<file path="config.mk">
export PLATFORM = sky130hd
export DESIGN_NAME = rx_buf_manager
export DESIGN_NICKNAME = d
export VERILOG_FILES = /design/src/rtl/rbm_pkg.sv /design/src/rtl/rbm_desc_ring.sv /design/src/rtl/rbm_frame_writer.sv /design/src/rtl/rx_buf_manager.sv
export SDC_FILE = /design/constraint.sdc
export NUM_CORES = 1
export LEC_CHECK = 0
export BUFFER_PORTS_ARGS = -buffer_cell sky130_fd_sc_hd__buf_2
export CORE_MARGIN = 10
export CORE_UTILIZATION = 23
export CTS_CLUSTER_SIZE = 12
export DETAILED_ROUTE_END_ITERATION = 12
export GPL_TIMING_DRIVEN = 0
export MAX_ROUTING_LAYER = met4
export PLACE_DENSITY_LB_ADDON = 0.15
export SYNTH_ARGS = -nofsm -noshare
export SYNTH_HDL_FRONTEND = slang
export SYNTH_SLANG_ARGS = --single-unit
</file>
<file path="constraint.sdc">
create_clock -name clk_i -period 6.2 [get_ports clk_i]
set_clock_uncertainty 0.2 [all_clocks]
set_input_delay 0.62 -clock clk_i [delete_from_list [all_inputs] [get_ports clk_i]]
set_output_delay 0.62 -clock clk_i [all_outputs]
set_load 0.02 [all_outputs]
</file>
<file path="src/rtl/rbm_pkg.sv">
package rbm_pkg;
  typedef enum logic [1:0] {WS_IDLE, WS_RECV, WS_DROP, WS_TAIL} wr_state_e;
  localparam int unsigned FCS_BYTES = 4;
  localparam logic [7:0]  PAD_BYTE  = 8'hFF;
  localparam int unsigned ST_PKT  = 0;
  localparam int unsigned ST_WARN = 1;
  localparam int unsigned ST_OVER = 2;
  localparam int unsigned ST_W    = 3;
endpackage

</file>
<file path="src/rtl/rbm_desc_ring.sv">
module rbm_desc_ring #(
  parameter int unsigned DEPTH = 4,
  parameter int unsigned AW    = 16,
  parameter int unsigned CW    = 12,
  parameter int unsigned CNTW  = $clog2(DEPTH + 1)
) (
  input  logic            clk_i,
  input  logic            rst_ni,
  input  logic            stage_we_i,
  input  logic            push_i,
  input  logic [AW-1:0]   data_i,
  input  logic            pop_i,
  output logic [AW-1:0]   head_ptr_o,
  output logic [CW-1:0]   head_wc_o,
  output logic [CNTW-1:0] count_o
);
  localparam int unsigned IW = (DEPTH > 1) ? $clog2(DEPTH) : 1;

  logic [AW-1:0]   ptr_q [DEPTH];
  logic [CW-1:0]   wc_q  [DEPTH];
  logic [AW-1:0]   stage_q;
  logic [IW-1:0]   wr_idx_q, rd_idx_q;
  logic [CNTW-1:0] count_q;
  logic            push_ok, pop_ok;

  assign pop_ok  = pop_i && (count_q != '0);
  assign push_ok = push_i && ((count_q != CNTW'(DEPTH)) || pop_ok);

  always_ff @(posedge clk_i or negedge rst_ni) begin
    if (!rst_ni) begin
      for (int i = 0; i < DEPTH; i++) begin
        ptr_q[i] <= '0;
        wc_q[i]  <= '0;
      end
      stage_q  <= '0;
      wr_idx_q <= '0;
      rd_idx_q <= '0;
      count_q  <= '0;
    end else begin
      if (stage_we_i) stage_q <= data_i;
      if (push_ok) begin
        ptr_q[wr_idx_q] <= stage_q;
        wc_q[wr_idx_q]  <= data_i[CW-1:0];
        wr_idx_q <= (wr_idx_q == IW'(DEPTH - 1)) ? '0 : wr_idx_q + 1'b1;
      end
      if (pop_ok) rd_idx_q <= (rd_idx_q == IW'(DEPTH - 1)) ? '0 : rd_idx_q + 1'b1;
      count_q <= count_q + CNTW'(push_ok) - CNTW'(pop_ok);
    end
  end

  assign head_ptr_o = ptr_q[rd_idx_q];
  assign head_wc_o  = wc_q[rd_idx_q];
  assign count_o    = count_q;

  // the manager never takes an entry from an empty table
  assert_no_empty_pop_R11: assert property (@(posedge clk_i) disable iff (!rst_ni)
    pop_i |-> (count_q != '0));
  assert_count_bound_R11: assert property (@(posedge clk_i) disable iff (!rst_ni)
    count_q <= CNTW'(DEPTH));
endmodule

</file>
<file path="src/rtl/rbm_frame_writer.sv">
module rbm_frame_writer import rbm_pkg::*; #(
  parameter int unsigned AW = 16,
  parameter int unsigned CW = 12,
  parameter int unsigned BW = CW + 3
) (
  input  logic          clk_i,
  input  logic          rst_ni,
  input  logic          mode32_i,
  input  logic          blocked_i,
  input  logic [AW-1:0] base_i,
  input  logic [CW-1:0] words_i,
  input  logic          rx_valid_i,
  input  logic          rx_sof_i,
  input  logic          rx_eof_i,
  input  logic [7:0]    rx_data_i,
  input  logic [31:0]   rx_fcs_i,
  output logic          mem_we_o,
  output logic [AW-1:0] mem_addr_o,
  output logic [7:0]    mem_data_o,
  output logic          ready_o,
  output logic          done_o,
  output logic [CW-1:0] used_o,
  output logic          over_o
);
  wr_state_e     st_q;
  logic [BW-1:0] bcnt_q, cur_cnt, cap_b, mask_w, off_w;
  logic          ovf_q, ovf_cur, ovf_nxt, fits, start_ok, take, tail_end;
  logic [31:0]   fcs_q;
  logic [2:0]    tcnt_q;
  logic          done_q, over_q;
  logic [CW-1:0] used_q;
  logic [7:0]    tail_byte;

  assign cap_b    = mode32_i ? {1'b0, words_i, 2'b00} : {2'b00, words_i, 1'b0};
  assign mask_w   = mode32_i ? BW'(3) : BW'(1);
  assign ready_o  = (st_q == WS_IDLE) && !done_q;
  assign start_ok = rx_valid_i && rx_sof_i && ready_o;
  assign take     = (start_ok && !blocked_i) || ((st_q == WS_RECV) && rx_valid_i);
  assign cur_cnt  = (st_q == WS_RECV) ? bcnt_q : '0;
  // room must remain for the check bytes
  assign fits     = (cur_cnt + BW'(FCS_BYTES + 1)) <= cap_b;
  assign ovf_cur  = (st_q == WS_RECV) && ovf_q;
  assign ovf_nxt  = ovf_cur || !fits;
  assign tail_byte = (tcnt_q < 3'd4) ? fcs_q[{tcnt_q[1:0], 3'b000} +: 8] : PAD_BYTE;
  assign tail_end = (tcnt_q >= 3'd3) && (((bcnt_q + BW'(1)) & mask_w) == '0);
  assign off_w    = (st_q == WS_TAIL) ? bcnt_q : cur_cnt;

  assign mem_we_o   = (take && fits && !ovf_cur) || (st_q == WS_TAIL);
  assign mem_addr_o = base_i + AW'(off_w);
  assign mem_data_o = (st_q == WS_TAIL) ? tail_byte : rx_data_i;
  assign done_o     = done_q;
  assign used_o     = used_q;
  assign over_o     = over_q;

  always_ff @(posedge clk_i or negedge rst_ni) begin
    if (!rst_ni) begin
      st_q   <= WS_IDLE;
      bcnt_q <= '0;
      ovf_q  <= 1'b0;
      fcs_q  <= '0;
      tcnt_q <= '0;
      done_q <= 1'b0;
      over_q <= 1'b0;
      used_q <= '0;
    end else begin
      done_q <= 1'b0;
      over_q <= 1'b0;
      unique case (st_q)
        WS_IDLE, WS_RECV: begin
          if (st_q == WS_IDLE && start_ok && blocked_i) begin
            if (!rx_eof_i) st_q <= WS_DROP;
          end else if (take) begin
            bcnt_q <= cur_cnt + BW'(1);
            ovf_q  <= ovf_nxt;
            if (rx_eof_i) begin
              fcs_q  <= rx_fcs_i;
              tcnt_q <= '0;
              if (ovf_nxt) begin
                over_q <= 1'b1;
                st_q   <= WS_IDLE;
              end else begin
                st_q <= WS_TAIL;
              end
            end else begin
              st_q <= WS_RECV;
            end
          end
        end
        WS_DROP: if (rx_valid_i && rx_eof_i) st_q <= WS_IDLE;
        WS_TAIL: begin
          bcnt_q <= bcnt_q + BW'(1);
          tcnt_q <= tcnt_q + 3'd1;
          if (tail_end) begin
            done_q <= 1'b1;
            used_q <= CW'((bcnt_q + BW'(1)) >> (mode32_i ? 2 : 1));
            st_q   <= WS_IDLE;
          end
        end
        default: st_q <= WS_IDLE;
      endcase
    end
  end

  // no byte lands beyond the remaining buffer space
  assert_in_buffer_R7: assert property (@(posedge clk_i) disable iff (!rst_ni)
    mem_we_o |-> (off_w < cap_b));
  // a completed frame ends on a bus word boundary
  assert_tail_aligned_R5: assert property (@(posedge clk_i) disable iff (!rst_ni)
    done_o |-> ($past(mem_we_o) && ((($past(mem_addr_o) + AW'(1)) & AW'(mask_w)) == '0)));
  // a refused frame start writes nothing
  assert_blocked_quiet_R9: assert property (@(posedge clk_i) disable iff (!rst_ni)
    (start_ok && blocked_i) |-> !mem_we_o);
endmodule

</file>
<file path="src/rtl/rx_buf_manager.sv">
module rx_buf_manager import rbm_pkg::*; #(
  parameter int unsigned AW        = 16,
  parameter int unsigned CW        = 12,
  parameter int unsigned DEPTH     = 4,
  parameter int unsigned EOB_WORDS = 4
) (
  input  logic          clk_i,
  input  logic          rst_ni,
  input  logic          mode32_i,
  input  logic          rx_valid_i,
  input  logic          rx_sof_i,
  input  logic          rx_eof_i,
  input  logic [7:0]    rx_data_i,
  input  logic [31:0]   rx_fcs_i,
  output logic          rx_ready_o,
  input  logic          reg_we_i,
  input  logic [1:0]    reg_sel_i,
  input  logic [AW-1:0] reg_wdata_i,
  input  logic          cmd_load_i,
  output logic          mem_we_o,
  output logic [AW-1:0] mem_addr_o,
  output logic [7:0]    mem_data_o,
  output logic          irq_o,
  output logic [2:0]    irq_status_o,
  output logic          cmd_pend_o,
  output logic          exhausted_o,
  output logic [AW-1:0] buf_addr_o,
  output logic [CW-1:0] buf_words_o,
  output logic [7:0]    pkt_seq_o,
  output logic [7:0]    buf_seq_o
);
  localparam int unsigned CNTW = $clog2(DEPTH + 1);

  logic [AW-1:0]   buf_addr_q, head_ptr, aligned_ptr;
  logic [CW-1:0]   buf_words_q, head_wc, wr_used, rwc_after;
  logic [CNTW-1:0] ring_cnt;
  logic [7:0]      pkt_seq_q, buf_seq_q;
  logic [ST_W-1:0] stat_q, mask_q, clr_v, set_v;
  logic            cmd_pend_q, exhausted_q;
  logic            wr_ready, wr_done, wr_over;
  logic            cmd_go, fetch, load_go, exhaust_set;

  rbm_desc_ring #(.DEPTH(DEPTH), .AW(AW), .CW(CW), .CNTW(CNTW)) u_ring (
    .clk_i, .rst_ni,
    .stage_we_i (reg_we_i && reg_sel_i == 2'd0),
    .push_i     (reg_we_i && reg_sel_i == 2'd1),
    .data_i     (reg_wdata_i),
    .pop_i      (load_go),
    .head_ptr_o (head_ptr),
    .head_wc_o  (head_wc),
    .count_o    (ring_cnt)
  );

  rbm_frame_writer #(.AW(AW), .CW(CW)) u_wr (
    .clk_i, .rst_ni,
    .mode32_i, .blocked_i (exhausted_q),
    .base_i (buf_addr_q), .words_i (buf_words_q),
    .rx_valid_i, .rx_sof_i, .rx_eof_i, .rx_data_i, .rx_fcs_i,
    .mem_we_o, .mem_addr_o, .mem_data_o,
    .ready_o (wr_ready), .done_o (wr_done), .used_o (wr_used), .over_o (wr_over)
  );

  assign aligned_ptr = mode32_i ? {head_ptr[AW-1:2], 2'b00} : {head_ptr[AW-1:1], 1'b0};
  assign rwc_after   = buf_words_q - wr_used;
  // command loads only between frames so the writer never sees a base change mid-frame
  assign cmd_go      = cmd_pend_q && (ring_cnt != '0) && wr_ready && !rx_valid_i;
  assign fetch       = wr_done && (rwc_after < CW'(EOB_WORDS));
  assign load_go     = cmd_go || (fetch && ring_cnt != '0);
  assign exhaust_set = fetch && (ring_cnt == '0);

  assign clr_v = (reg_we_i && reg_sel_i == 2'd2) ? reg_wdata_i[ST_W-1:0] : '0;
  always_comb begin
    set_v          = '0;
    set_v[ST_PKT]  = wr_done;
    set_v[ST_WARN] = load_go && (ring_cnt == CNTW'(1));
    set_v[ST_OVER] = wr_over;
  end

  always_ff @(posedge clk_i or negedge rst_ni) begin
    if (!rst_ni) begin
      buf_addr_q  <= '0;
      buf_words_q <= '0;
      pkt_seq_q   <= '0;
      buf_seq_q   <= '0;
      stat_q      <= '0;
      mask_q      <= '0;
      cmd_pend_q  <= 1'b0;
      exhausted_q <= 1'b1;
    end else begin
      if (cmd_load_i)  cmd_pend_q <= 1'b1;
      else if (cmd_go) cmd_pend_q <= 1'b0;
      if (load_go) begin
        buf_addr_q  <= aligned_ptr;
        buf_words_q <= head_wc;
        buf_seq_q   <= buf_seq_q + 8'd1;
        exhausted_q <= 1'b0;
      end else if (wr_done) begin
        buf_addr_q  <= buf_addr_q + (AW'(wr_used) << (mode32_i ? 2 : 1));
        buf_words_q <= rwc_after;
      end
      if (exhaust_set) exhausted_q <= 1'b1;
      if (wr_done) pkt_seq_q <= pkt_seq_q + 8'd1;
      if (reg_we_i && reg_sel_i == 2'd3) mask_q <= reg_wdata_i[ST_W-1:0];
      stat_q <= (stat_q & ~clr_v) | set_v;
    end
  end

  assign rx_ready_o   = wr_ready;
  assign irq_o        = |(stat_q & mask_q);
  assign irq_status_o = stat_q;
  assign cmd_pend_o   = cmd_pend_q;
  assign exhausted_o  = exhausted_q;
  assign buf_addr_o   = buf_addr_q;
  assign buf_words_o  = buf_words_q;
  assign pkt_seq_o    = pkt_seq_q;
  assign buf_seq_o    = buf_seq_q;

  for (genvar gi = 0; gi < ST_W; gi++) begin : g_sticky
    assert_sticky_R10: assert property (@(posedge clk_i) disable iff (!rst_ni)
      (stat_q[gi] && !clr_v[gi]) |=> stat_q[gi]);
  end
  assert_cmd_clear_R3: assert property (@(posedge clk_i) disable iff (!rst_ni)
    $fell(cmd_pend_q) |-> $past(ring_cnt != '0));
  assert_addr_even_R2: assert property (@(posedge clk_i) disable iff (!rst_ni)
    buf_addr_q[0] == 1'b0);
  assert_words_shrink_R6: assert property (@(posedge clk_i) disable iff (!rst_ni)
    !load_go |=> (buf_words_q <= $past(buf_words_q)));
endmodule

</file>
==> summary.md, run 1 <==
| Metric | Value |
|---|---|
| Initial Utilization | 23.3% |
| Longest Clk Path Bufs | 3 |
| Number of max-cap violations | 0 |
| Remaining DRCs | 0 |
| ANT cells | 0 |
| Synth cell types | 70 |
| Netlist Area Pre-Place | 14,700 um^2 |
| Critical Path RT | 5.38 ns |
| H-tree depth | 2 |
| Pre-antenna DRT Iters | 4 |
| Hpwl dp | 36,800 um |
| Crit path max-delay family | compound AO/OA/AOI/OAI gates |
| Clk Latency, worst-skew pair | roughly 0.54 ns |
| Largest net degree at the start of global routing | 115 |
| CP Max Fanout | 12 |
| WL/cell | 20.7 um |
| Worst-margin pin slew | 1.05 ns |
| Final WL | about 48,000 um |
| Share of cells above drive strength 1 | 29.4% |
| TritonCTS buffer count | 34 |
| Met2 Usage GRT | between 20% and 30% |
| ANT nets after route | 0 |
| Post-Syn Area per Cell | 11.4 um^2 |
| Post-layout minimum cycle time | 5.89 ns |
| Maximum VDD drop | between 0.00015 and 0.0002 V |
| Worst reg-to-reg setup slack | 1.18 ns |
| Die Height | 273 um |
| WHS | 0.0681 ns |
| Die Span X | roughly 270 um |
| Clock sinks | about 250 |
| #FFs+latches synth | 249 |
| Yosys warns | 0 |
| Synth area leaders | dfrtp_1, mux2_4, mux2_2 |
| Core Area | roughly 63,000 um^2 |
| Fin. Hold Viols | 0 |
| CP Capture Type | output port |
| CTS tree | done |
| Drt via density | 4.50 |
| Mapped Cells | 1,291 |
| Final Slew Violations | 0 |
| Crit path DAT | 5.07 ns |
| First DRT Iteration DRCs | 374 |
| Register area share after synthesis | 42.3% |
| Critical Path Start Type | flop |
| Most used cell, CP | a21o_1 |
| Critical path class | flop to output port |
| Via count | 10,500 |
| First-pass GRT wire length | about 73,000 um |
| Maximum clock rate | 0.170 GHz |
| Top Ports | around 140 |
| Area grow syn2layout | 19.5% |
| Total power divided by cell area | around 560 nW/um^2 |
| RSZ-0062 raised after global routing | no |
| GRT Util Overall | 13.3% |
| Status | finished, final reports clean |
| Root buffer cell | clkbuf_16 |
| Nets@finish | 1,608 |
| Initial antenna violation count | 1 |
| Final setup viols | 0 |
| I/O Buffers | 140 |
| Slowest-stage cell, CP | dfrtp_2 |
| Rows | slightly above 90 |
| GR Layer Usage met3 | 2.16% |
| GR Layer Usage met1 | 16.1% |
| HP Class | input port to flop |
| Crit share post-route | 94.9% |
| Global-route layer with the greatest usage | met2 |
| Synth top area share | a little over two fifths |
| Post-Route Setup TNS | 0 ns |
| Crit-path cells | nor2b_1, clkbuf_2, and2_1, ha_1, o21ai_1, or3_1, a21oi_1, ha_1, a21o_1, a21o_1, a21o_1, a21o_1, a211o_1, o21ai_0, nand3_1, nand2_1, buf_2 |
| Postcts setup bufs | 0 |
| Buffers and inverters on the worst path | 2 |
| Vias in the first global route | between 10,000 and 15,000 |
| Cell taking the most area after synthesis | dfrtp_1 |
| Post-synth EDFFs | 0 |
| P_leak | 0.00801 uW |
| GR Overflow Total | 0 |
| Die area | between 70,000 and 80,000 um^2 |
| Slew headroom | 30.2% |
| Most common flop cell mapped by yosys | dfrtp_1 |
| Routability Congestion | 0.827 |
| Max incr delay on CP | 0.52 ns |
| Post-synth ARST share | 100% |
| Clock transition at the registers of the reported paths | 0.05 ns |
[synth_stat cells (7+ instances only)]
cell	instances
and2_1	20
xnor2_1	48
xor2_1	30
nor3_1	14
nand2_1	104
buf_6	8
dfrtp_1	248
a21o_1	19
mux2_2	105
a21oi_1	65
nand4_1	10
a31oi_1	10
o21ai_0	67
nand2b_1	10
o211ai_1	7
nand3_1	24
mux2_4	80
a211oi_1	9
clkbuf_1	47
nor2_1	72
mux2i_1	27
ha_1	67
mux4_2	35
o21a_1	10
inv_1	40
and3_1	9
nor2b_1	9
[final cells by class]
type,count,area (um^2)
Timing Repair Buffer,144,781
Sequential cell,249,6230
Tap cell,846,1060
Clock buffer,52,970
Inverter,42,158
Buffer,64,307
Fill cell,6639,45700
Clock inverter,8,68.8
Multi-Input combinational cell,936,8040
[where the power goes]
| part | total [uW] | switching [uW] | leakage [uW] | internal (uW) |
|---|---|---|---|---|
| combinational | 4990 | 2730 | 0.00443 | 2260 |
| sequential | 2990 | 627 | 0.00307 | 2360 |
| clock | 1880 | 760 | 0.000512 | 1120 |
[kinds of logic (layout without fill, tap and decap cells)]
logic type	Yosys count	in the layout	synth area share [%]
compound gates	234	234	10.2
xor+xnor	78	78	4.63
fa+ha+maj	71	71	6.23
buf+inv	107	310	3.17
flops	249	249	42.3
mux	252	252	23.7
other cells	1	2	0.0254
simple gates	299	299	9.69
[final timing paths]
path | start | end | depth (start not counted)
worst min register to register | buf_seq_o[7]$_DFFE_PN0N_ | buf_seq_o[7]$_DFFE_PN0N_ | 1
max in group asynchronous | rst_ni | pkt_seq_o[2]$_DFFE_PN0P_ | 3
min in group asynchronous | rst_ni | u_ring.stage_q[12]$_DFFE_PN0P_ | 2
worst max-delay path | u_wr.st_q[0]$_DFFE_PN0P_ | mem_we_o | 17
worst min-delay path | cmd_load_i | cmd_pend_o$_DFFE_PN0P_ | 2
worst max register to register | buf_words_o[0]$_DFFE_PN0P_ | u_ring.count_o[2]$_DFF_PN0_ | 21
[registers in the layout, indices dropped and copies added, names as in the netlist]
name	cells
buf_addr_o	16
buf_seq_o	8
buf_words_o	12
cmd_pend_o	1
exhausted_o	1
irq_status_o	3
mask_q	3
pkt_seq_o	8
u_ring.count_o	3
u_ring.ptr_q	60
u_ring.rd_idx_q	2
u_ring.stage_q	15
u_ring.wc_q	48
u_ring.wr_idx_q	2
u_wr.bcnt_q	15
u_wr.done_o	1
u_wr.fcs_q	32
u_wr.over_o	1
u_wr.ovf_q	1
u_wr.st_q	2
u_wr.tcnt_q	3
u_wr.used_o	12
[layout by cell type, fill, tap and decap left out, types with 19 or more instances in the layout]
| cell type | netlist | routed |
|---|---|---|
| ha_1 | 67 | 67 |
| clkbuf_1 | 47 | 59 |
| mux2i_1 | 27 | 27 |
| a21o_1 | 19 | 19 |
| mux2_2 | 105 | 105 |
| and2_1 | 20 | 20 |
| mux2_4 | 80 | 80 |
| a21oi_1 | 65 | 65 |
| nand3_1 | 24 | 24 |
| clkbuf_16 | 0 | 35 |
| xnor2_1 | 48 | 48 |
| inv_1 | 40 | 40 |
| mux4_2 | 35 | 35 |
| dfrtp_1 | 248 | 247 |
| xor2_1 | 30 | 30 |
| o21ai_0 | 67 | 67 |
| nand2_1 | 104 | 104 |
| buf_2 | 4 | 144 |
| nor2_1 | 72 | 72 |
[per-stage QoR]
step           std cells  cell area [um^2]  power, uW  utilization (%)  setup WS (ns)
2_1_floorplan       1292             14700       6410                -           1.62
3_3_place_gp        2278             16500       8020             26.1         -0.730
3_5_place_dp        2281             16600       8080             26.2          0.322
4_1_cts             2341             17600      10000             27.8         0.0939
5_1_grt             2341             17600      10600             27.8         0.0163
6_report            2341             17600       9850             27.8          0.314
[per-layer routing]
layer  vias up  part of all wire (%)
li1       5034                     -
met1      5271                    44
met2       159                    50
met3        66                   3.4
met4         0                   2.4
met5         -                     0
[timing repair]
action | CTS | global route
hold buffers | 1 | 0
setup endpoints to repair | 1 | 1
hold endpoints to repair | 35 | 0
resized for setup | 1 | 1
Power figures use the tool's default switching activity.
==> inputs of run 2 (changes only) <==
Settings changed: ABC_AREA from default to 1, CTS_CLUSTER_SIZE 12 to default, REMOVE_ABC_BUFFERS from default to 1.
==> run 2 against run 1 <==
  * Fmax increased by 12%
  * Global-route usage increased by 1.2 points
  * Largest power group unchanged
  * Die area rose by 2.5%
  * Highest routed layer unchanged
==> summary.md, run 2 <==
| Metric | Value |
|---|---|
| Place WS | 0.921 ns (was 0.322 ns) |
| Longest Clk Path Bufs | 3 (unchanged) |
| Setup ws final | 0.960 ns (was 0.314 ns) |
| Synth area leaders | dfrtp_1, nand2_1, ha_1 (was dfrtp_1, mux2_4, mux2_2) |
| Area grow syn2layout | 18.0% (was 19.5%) |
| Worst reg-to-reg setup slack | 1.02 ns (was 1.18 ns) |
| Fin. Hold Viols | 0 (unchanged) |
| Mapped Cells | 1,973 (was 1,291) |
| Initial Utilization | 23.4% (was 23.3%) |
| Remaining DRCs | 0 (unchanged) |
| Initial antenna violation count | 2 (was 1) |
| Drt via density | 4.67 (was 4.50) |
| Cell with the most instances after synthesis | nand2_1 (was dfrtp_1) |
| Post-synth ARST share | 100% (unchanged) |
| Most used cell, CP | nand2_1 (was a21o_1) |
| Netlist Area Pre-Place | 15,100 um^2 (was 14,700 um^2) |
| Hpwl dp | 38,400 um (was 36,800 um) |
| H-tree depth | 2 (unchanged) |
| HP Class | input port to flop (unchanged) |
| Status | finished, final reports clean (unchanged) |
| Clock sinks | 249 (unchanged) |
| P_leak | 0.00897 uW (was 0.00801 uW) |
| Final WL | 55,600 um (was 48,400 um) |
| Maximum VDD drop | 0.000205 V (was 0.000179 V) |
| Routability Congestion | 0.883 (was 0.827) |
| Nets@finish | 2,204 (was 1,608) |
| Hold_sp | reg_wdata_i[12] (was cmd_load_i) |
| Max reg flops | 60 (unchanged) |
| Top Ports | 142 (unchanged) |
| Die area | 76,500 um^2 (was 74,600 um^2) |
| Die Span X | 277 um (was 273 um) |
| Via count | 13,800 (was 10,500) |
| Crit-path cells | nand2_1, inv_1, nand2_1, inv_1, ha_1, inv_1, a21oi_2, nand2_1, nor2_1, nand2_1, xor2_1, ha_1, nand2_1, nor2_1, nor3b_1, nand2_1, nand2_1, nand2_1, nand2_1, nand2_1, nand2_1, nand3_1, nand2_1, buf_2 (was nor2b_1, clkbuf_2, and2_1, ha_1, o21ai_1, or3_1, a21oi_1, ha_1, a21o_1, a21o_1, a21o_1, a21o_1, a211o_1, o21ai_0, nand3_1, nand2_1, buf_2) |
| Critical Path Start Type | flop (unchanged) |
| Rows | 93 (was 92) |
| Final core utilization | 27.6% (was 27.8%) |
| Reg2reg end | u_ring.count_o[2]$_DFF_PN0_ (unchanged) |
| Commonest cells post-synth | nand2_1, dfrtp_1, inv_1 (was dfrtp_1, mux2_2, nand2_1) |
| # fillers | 7,087 (was 6,639) |
| Root buffer cell | clkbuf_16 (unchanged) |
| Synth cell types | 50 (was 70) |
| Register area share after synthesis | 41.2% (was 42.3%) |
| Crit path DAT | 4.42 ns (was 5.07 ns) |
| Register-to-Register Path Depth | 14 (was 21) |
| Clock transition at the registers of the reported paths | 0.05 ns (about the same) |
| First DRT Iteration DRCs | 768 (was 374) |
| Final setup viols | 0 (unchanged) |
| Cell taking the most area after synthesis | dfrtp_1 (unchanged) |
| #FFs+latches synth | 249 (unchanged) |
| TritonCTS buffer count | 35 (was 34) |
| GR Overflow Total | 0 (unchanged) |
| Clk Latency, worst-skew pair | 0.56 ns (was 0.54 ns) |
| Final Slew Violations | 0 (unchanged) |
| Crit path max-delay family | simple AND/OR/NAND/NOR gates (was compound AO/OA/AOI/OAI gates) |
| Slew headroom | 12.4% (was 30.2%) |
| CP Capture Type | output port (unchanged) |
| First-pass GRT wire length | 85,800 um (was 73,500 um) |
| Most frequent cells in the layout | nand2_1, dfrtp_1, inv_1, o21ai_0, buf_2 (was dfrtp_1, buf_2, mux2_2, nand2_1, mux2_4) |
| Commonest non-fill, non-tap cell in the layout | nand2_1 (was dfrtp_1) |
| Regs by FF count | u_ring.ptr_q (60), u_ring.wc_q (48), u_wr.fcs_q (32) (unchanged) |
| Hold path endpoint | u_ring.stage_q[12]$_DFFE_PN0P_ (was cmd_pend_o$_DFFE_PN0P_) |
| Die Height | 277 um (was 273 um) |
| Post-Syn Area per Cell | 7.67 um^2 (was 11.4 um^2) |
| CP Max Fanout | 19 (was 12) |
| ANT nets after route | 0 (unchanged) |
| Pre-antenna DRT Iters | 5 (was 4) |
| Post-CTS resize count | 0 (was 1) |
| Worst-margin pin slew | 1.31 ns (was 1.05 ns) |
| Max incr delay on CP | 0.83 ns (was 0.52 ns) |
| Crit share post-route | 84.5% (was 94.9%) |
| Core Area | 64,800 um^2 (was 63,300 um^2) |
| Postcts setup bufs | 0 (unchanged) |
| Buffers and inverters on the worst path | 4 (was 2) |
| Critical path class | flop to output port (unchanged) |
| WL/cell | 18.9 um (was 20.7 um) |
| Total power divided by cell area | 546 nW/um^2 (was 559 nW/um^2) |
| Share of cells above drive strength 1 | 13.3% (was 29.4%) |
| Hold path depth | 2 (unchanged) |
| Most flop-heavy register | u_ring.ptr_q (unchanged) |
| Hold_buf cts | 1 (unchanged) |
| Critical R2R Launch | u_wr.done_o$_DFF_PN0_ (was buf_words_o[0]$_DFFE_PN0P_) |
| Maximum clock rate | 0.191 GHz (was 0.170 GHz) |
| Crit. Startpoint | u_wr.st_q[0]$_DFFE_PN0P_ (unchanged) |
| Synth top area share | 41.0% (was 42.1%) |
| Largest net degree at the start of global routing | 93 (was 115) |
| Post-synth EDFFs | 0 (unchanged) |
| Post-layout minimum cycle time | 5.24 ns (was 5.89 ns) |
| Slowest-stage cell, CP | dfrtp_1 (was dfrtp_2) |
| CTS tree | done (unchanged) |
| I/O Buffers | 141 (was 140) |
| Critical Path RT | 5.38 ns (about the same) |
| Vias in the first global route | 13,700 (was 11,300) |
| Number of max-cap violations | 0 (unchanged) |
| GRT Util Overall | 14.5% (was 13.3%) |
| RSZ-0062 raised after global routing | no (unchanged) |
| Yosys warns | 0 (unchanged) |
| Most common flop cell mapped by yosys | dfrtp_1 (unchanged) |
==> run 2: cell type report <==
| type | instances | area, um^2 | share of cell area, % |
|---|---|---|---|
| multi-input combinational | 1454 | 7850 | 43.9 |
| sequential | 249 | 6230 | 34.9 |
| tap | 855 | 1070 | 5.99 |
| clock buffer | 49 | 968 | 5.42 |
| timing repair buffer | 152 | 940 | 5.26 |
| inverter | 175 | 657 | 3.68 |
| clock inverter | 11 | 143 | 0.799 |
| antenna | 2 | 5.00 | 0.0280 |
==> run 2: worst max path at each step <==
stage / to / slack (ns) / cells after the start
after floorplan: u_ring.count_o[2]$_DFF_PN0_ / 0.34 / 8
after global placement: u_ring.ptr_q[2]$_DFFE_PN0P_ / -3.69 / 6
after detailed placement: u_ring.count_o[2]$_DFF_PN0_ / 0.92 / 14
after CTS: mem_we_o / 0.87 / 24
after global routing: mem_we_o / 0.48 / 24
final: mem_we_o / 0.96 / 24
==> run 2: cell families after synthesis <==
| logic type | synth area share, % |
|---|---|
| other cells | 0.0248 |
| mux | 3.41 |
| flops | 41.2 |
| compound gates | 11.6 |
| simple gates | 27.0 |
| xor+xnor | 3.53 |
| buf+inv | 7.18 |
| fa+ha+maj | 6.07 |
==> run 2: power by group <==
group	internal (uW)	switching (uW)
registers	2320	652
clock network	1180	817
logic	1570	3210
total	5080	4680
==> run 2: per-stage QoR <==
stage / hold WS (ns) / TNS [ns] / power, uW / std cells / area [um^2]
floorplan: 0.124 / 0 / 5970 / 1878 / 14700
global placement: 0.248 / -607.58 / 7720 / 2874 / 16500
detailed placement: 0.253 / 0 / 7820 / 2883 / 16700
CTS: 0.0581 / 0 / 9890 / 2944 / 17800
global route: 0.0725 / 0 / 10600 / 2947 / 17900
finish: 0.0922 / 0 / 9760 / 2947 / 17900
==> run 2: routing by layer <==
layer  vias to the layer above  GRT usage (%)  wire [um]
li1                       6778              -          -
met1                      6699           17.9      25200
met2                       214           24.4      27400
met3                        59           2.12       1800
met4                         0           3.98       1180
met5                         -              -          0
==> inputs of run 3 (changes only) <==
Clock period 6.2 ns to 4.5 ns, I/O delays scaled along.
==> run 3 against run 2 <==
  * Register-to-register slack worse by 0.55 ns
  * Worst setup slack lost 0.77 ns
  * Utilization increased by 0.96 points
  * Non-clock buffer count rose by 55
  * Sequential power is 37% higher
  * First-iteration DRC count grew 3.6%
  * Wire length up 2.3%
  * Cell count up 1.9%
  * Via count up 1.9%
  * Flip-flop and latch count unchanged
  * Design area increased by 3.5%
  * Largest cell class unchanged
  * Largest power group unchanged
==> summary.md, run 3 (same netlist as run 2, synthesis figures left out) <==
| Metric | Value |
|---|---|
| Status | finished, final reports clean (unchanged) |
| GR Overflow Total | 0 (unchanged) |
| Final setup viols | 0 (unchanged) |
| Clock sinks | 249 (unchanged) |
| Longest Clk Path Bufs | 3 (unchanged) |
| First-pass GRT wire length | 87,000 um (was 85,800 um) |
| CP Max Fanout | 18 (was 19) |
| Die Height | 277 um (unchanged) |
| Critical Path RT | 3.85 ns (was 5.38 ns) |
| Via count | 14,000 (was 13,800) |
| Area grow syn2layout | 22.1% (was 18.0%) |
| Worst-margin pin slew | 1.30 ns (was 1.31 ns) |
| Pre-antenna DRT Iters | 5 (unchanged) |
| Core Area | 64,800 um^2 (unchanged) |
| Drt via density | 4.67 (about the same) |
| Crit. Startpoint | u_wr.st_q[0]$_DFFE_PN0P_ (unchanged) |
| Initial Utilization | 23.4% (unchanged) |
| Regs by FF count | u_ring.ptr_q (60), u_ring.wc_q (48), u_wr.fcs_q (32) (unchanged) |
| Crit path DAT | 3.66 ns (was 4.42 ns) |
| Vias in the first global route | 14,000 (was 13,700) |
| Uppermost layer routed | met4 (unchanged) |
| Hpwl dp | 38,400 um (unchanged) |
| Top Ports | 142 (unchanged) |
| Critical R2R Launch | buf_words_o[0]$_DFFE_PN0P_ (was u_wr.done_o$_DFF_PN0_) |
| Most frequent cells in the layout | nand2_1, dfrtp_1, inv_1, o21ai_0, buf_2 (unchanged) |
| Sw Pwr | 6520 uW (was 4680 uW) |
| DRT met1 WL | 25,400 um (was 25,200 um) |
| Clock Power Share | 20.3% (was 20.5%) |
| Remaining DRCs | 0 (unchanged) |
| Gate power share | 49.9% (was 49.1%) |
| Clk Latency, worst-skew pair | 0.56 ns (about the same) |
| HP Class | input port to flop (unchanged) |
| Slew headroom | 13.0% (was 12.4%) |
| Max reg flops | 60 (unchanged) |
| ANT nets after route | 0 (unchanged) |
| Most flop-heavy register | u_ring.ptr_q (unchanged) |
| Internal power | 7080 uW (was 5080 uW) |
| Total power | 13,600 uW (was 9760 uW) |
| CP Capture Type | output port (unchanged) |
| Crit share post-route | 95.7% |
| CTS tree | done (unchanged) |
| Share of cells above drive strength 1 | 14.2% (was 13.3%) |
| Total power divided by cell area | 736 nW/um^2 (was 546 nW/um^2) |
| Slowest-stage cell, CP | clkinv_1 (was dfrtp_1) |
| Nets@finish | 2,261 (was 2,204) |
| Largest net degree at the start of global routing | 93 (unchanged) |
| First DRT Iteration DRCs | 796 (was 768) |
| Final WL | 56,800 um (was 55,600 um) |
| WHS | 0.0262 ns (was 0.0922 ns) |
| Final Slew Violations | 0 (unchanged) |
| Seq pwr share | 29.9% (was 30.5%) |
| Max incr delay on CP | 0.77 ns (was 0.83 ns) |
| Routability Congestion | 0.883 (unchanged) |
| Maximum clock rate | 0.232 GHz |
| Hold_sp | reg_wdata_i[5] (was reg_wdata_i[12]) |
| I/O Buffers | 141 (unchanged) |
| Root buffer cell | clkbuf_16 (unchanged) |
| Number of max-cap violations | 0 (unchanged) |
| Initial antenna violation count | 2 (unchanged) |
| Clock transition at the registers of the reported paths | 0.05 ns (about the same) |
| Rows | 93 (unchanged) |
| Post-layout minimum cycle time | roughly 4.3 ns |
| Commonest non-fill, non-tap cell in the layout | nand2_1 (unchanged) |
| Die Span X | 277 um (unchanged) |
| TritonCTS buffer count | 35 (unchanged) |
| Maximum VDD drop | 0.000277 V (was 0.000205 V) |
| WL/cell | 18.9 um (about the same) |
| H-tree depth | 2 (unchanged) |
| RSZ-0062 raised after global routing | yes (was no) |
| P_leak | 0.00921 uW (was 0.00897 uW) |
| Critical Path Start Type | flop (unchanged) |
| Critical path class | flop to output port (unchanged) |
| Fin. Hold Viols | 0 (unchanged) |
| Met2 WL | 27,900 um (was 27,400 um) |
| Metal3 WL | 1940 um (was 1800 um) |
| GRT Util Overall | 14.8% (was 14.5%) |
| Switching share of power | 47.9% (was 48.0%) |
| Die area | 76,500 um^2 (unchanged) |
| Crit-path cells | buf_4, buf_4, nand2_1, clkinv_1, nand2_1, o22ai_1, inv_1, buf_2 (was nand2_1, inv_1, nand2_1, inv_1, ha_1, inv_1, a21oi_2, nand2_1, nor2_1, nand2_1, xor2_1, ha_1, nand2_1, nor2_1, nor3b_1, nand2_1, nand2_1, nand2_1, nand2_1, nand2_1, nand2_1, nand3_1, nand2_1, buf_2) |
-- run 3: cell count changes in the layout (fill, tap and decap cells not counted), sizes merged --
cell,before,now
buf,151,159
dlygate4sd3,1,48
inv,173,172
clkinvlp,0,2
nand2,606,607
-- run 3: worst paths after layout --
kind,end,slack (ns),cells after the start
max,mem_data_o[6],0.19,8
min,u_ring.wc_q[41]$_DFFE_PN0P_,0.03,3
max reg2reg,u_ring.count_o[2]$_DFF_PN0_,0.47,19
min reg2reg,buf_seq_o[7]$_DFFE_PN0N_,0.26,1
max in group asynchronous,u_wr.bcnt_q[0]$_DFFE_PN0P_,2.50,4
min in group asynchronous,u_ring.wc_q[47]$_DFFE_PN0P_,0.24,2
-- run 3: per-stage QoR --
step	std cells	setup WS, ns	util, %	instance area (um^2)	setup TNS, ns
after floorplan	1878	-1.19	-	14700	-118.48
after global placement	2874	-5.22	25.4	16500	-1167.09
after detailed placement	2883	-0.779	25.8	16700	-8.00
after CTS	2999	-0.00589	28.4	18400	-0.00589
after global routing	3004	-0.146	28.5	18500	-0.299
final	3004	0.193	28.5	18500	0
-- run 3: cell type report --
type | count | area, um^2
Tap cell | 855 | 1070
Fill cell | 7058 | 46300
Multi-Input combinational cell | 1455 | 7910
Sequential cell | 249 | 6240
Antenna cell | 2 | 5.00
Timing Repair Buffer | 207 | 1480
Clock inverter | 11 | 143
Inverter | 175 | 663
Clock buffer | 49 | 968
Timing Repair inverter | 1 | 5.00
-- run 3: per-layer routing --
layer / global-route usage, % / up-vias
met5: - / -
met4: 4.64 / 0
met3: 2.29 / 72
met2: 24.7 / 223
met1: 18.0 / 6830
li1: - / 6889
-- run 3: timing repair --
action | 4_1_cts | 5_1_grt
setup buffers | 7 | 1
pin swaps | 0 | 2
cloned | 1 | 1
endpoints found under the hold margin | 135 | 0
gates resized for setup | 16 | 6
hold buffers | 48 | 0
endpoints found under the setup margin | 28 | 14
-- run 3: power groups by stage --
stage	clock (uW)	combinational [uW]	sequential (uW)
final	2750	6780	4060
after global routing	2930	7650	4200
after CTS	2850	6810	4090
after detailed placement	0	6620	4150
after global placement	0	6450	4190
after floorplan	0	4180	4040
-- run 3: critical path, delay by kind of cell, from the launching register on --
| family | cells | cell delay (ns) |
|---|---|---|
| buffers and inverters | 5 | 1.36 |
| flip-flops | 1 | 0.52 |
| AND/OR/NAND/NOR | 2 | 1.08 |
| AO/OA/AOI/OAI | 1 | 0.16 |
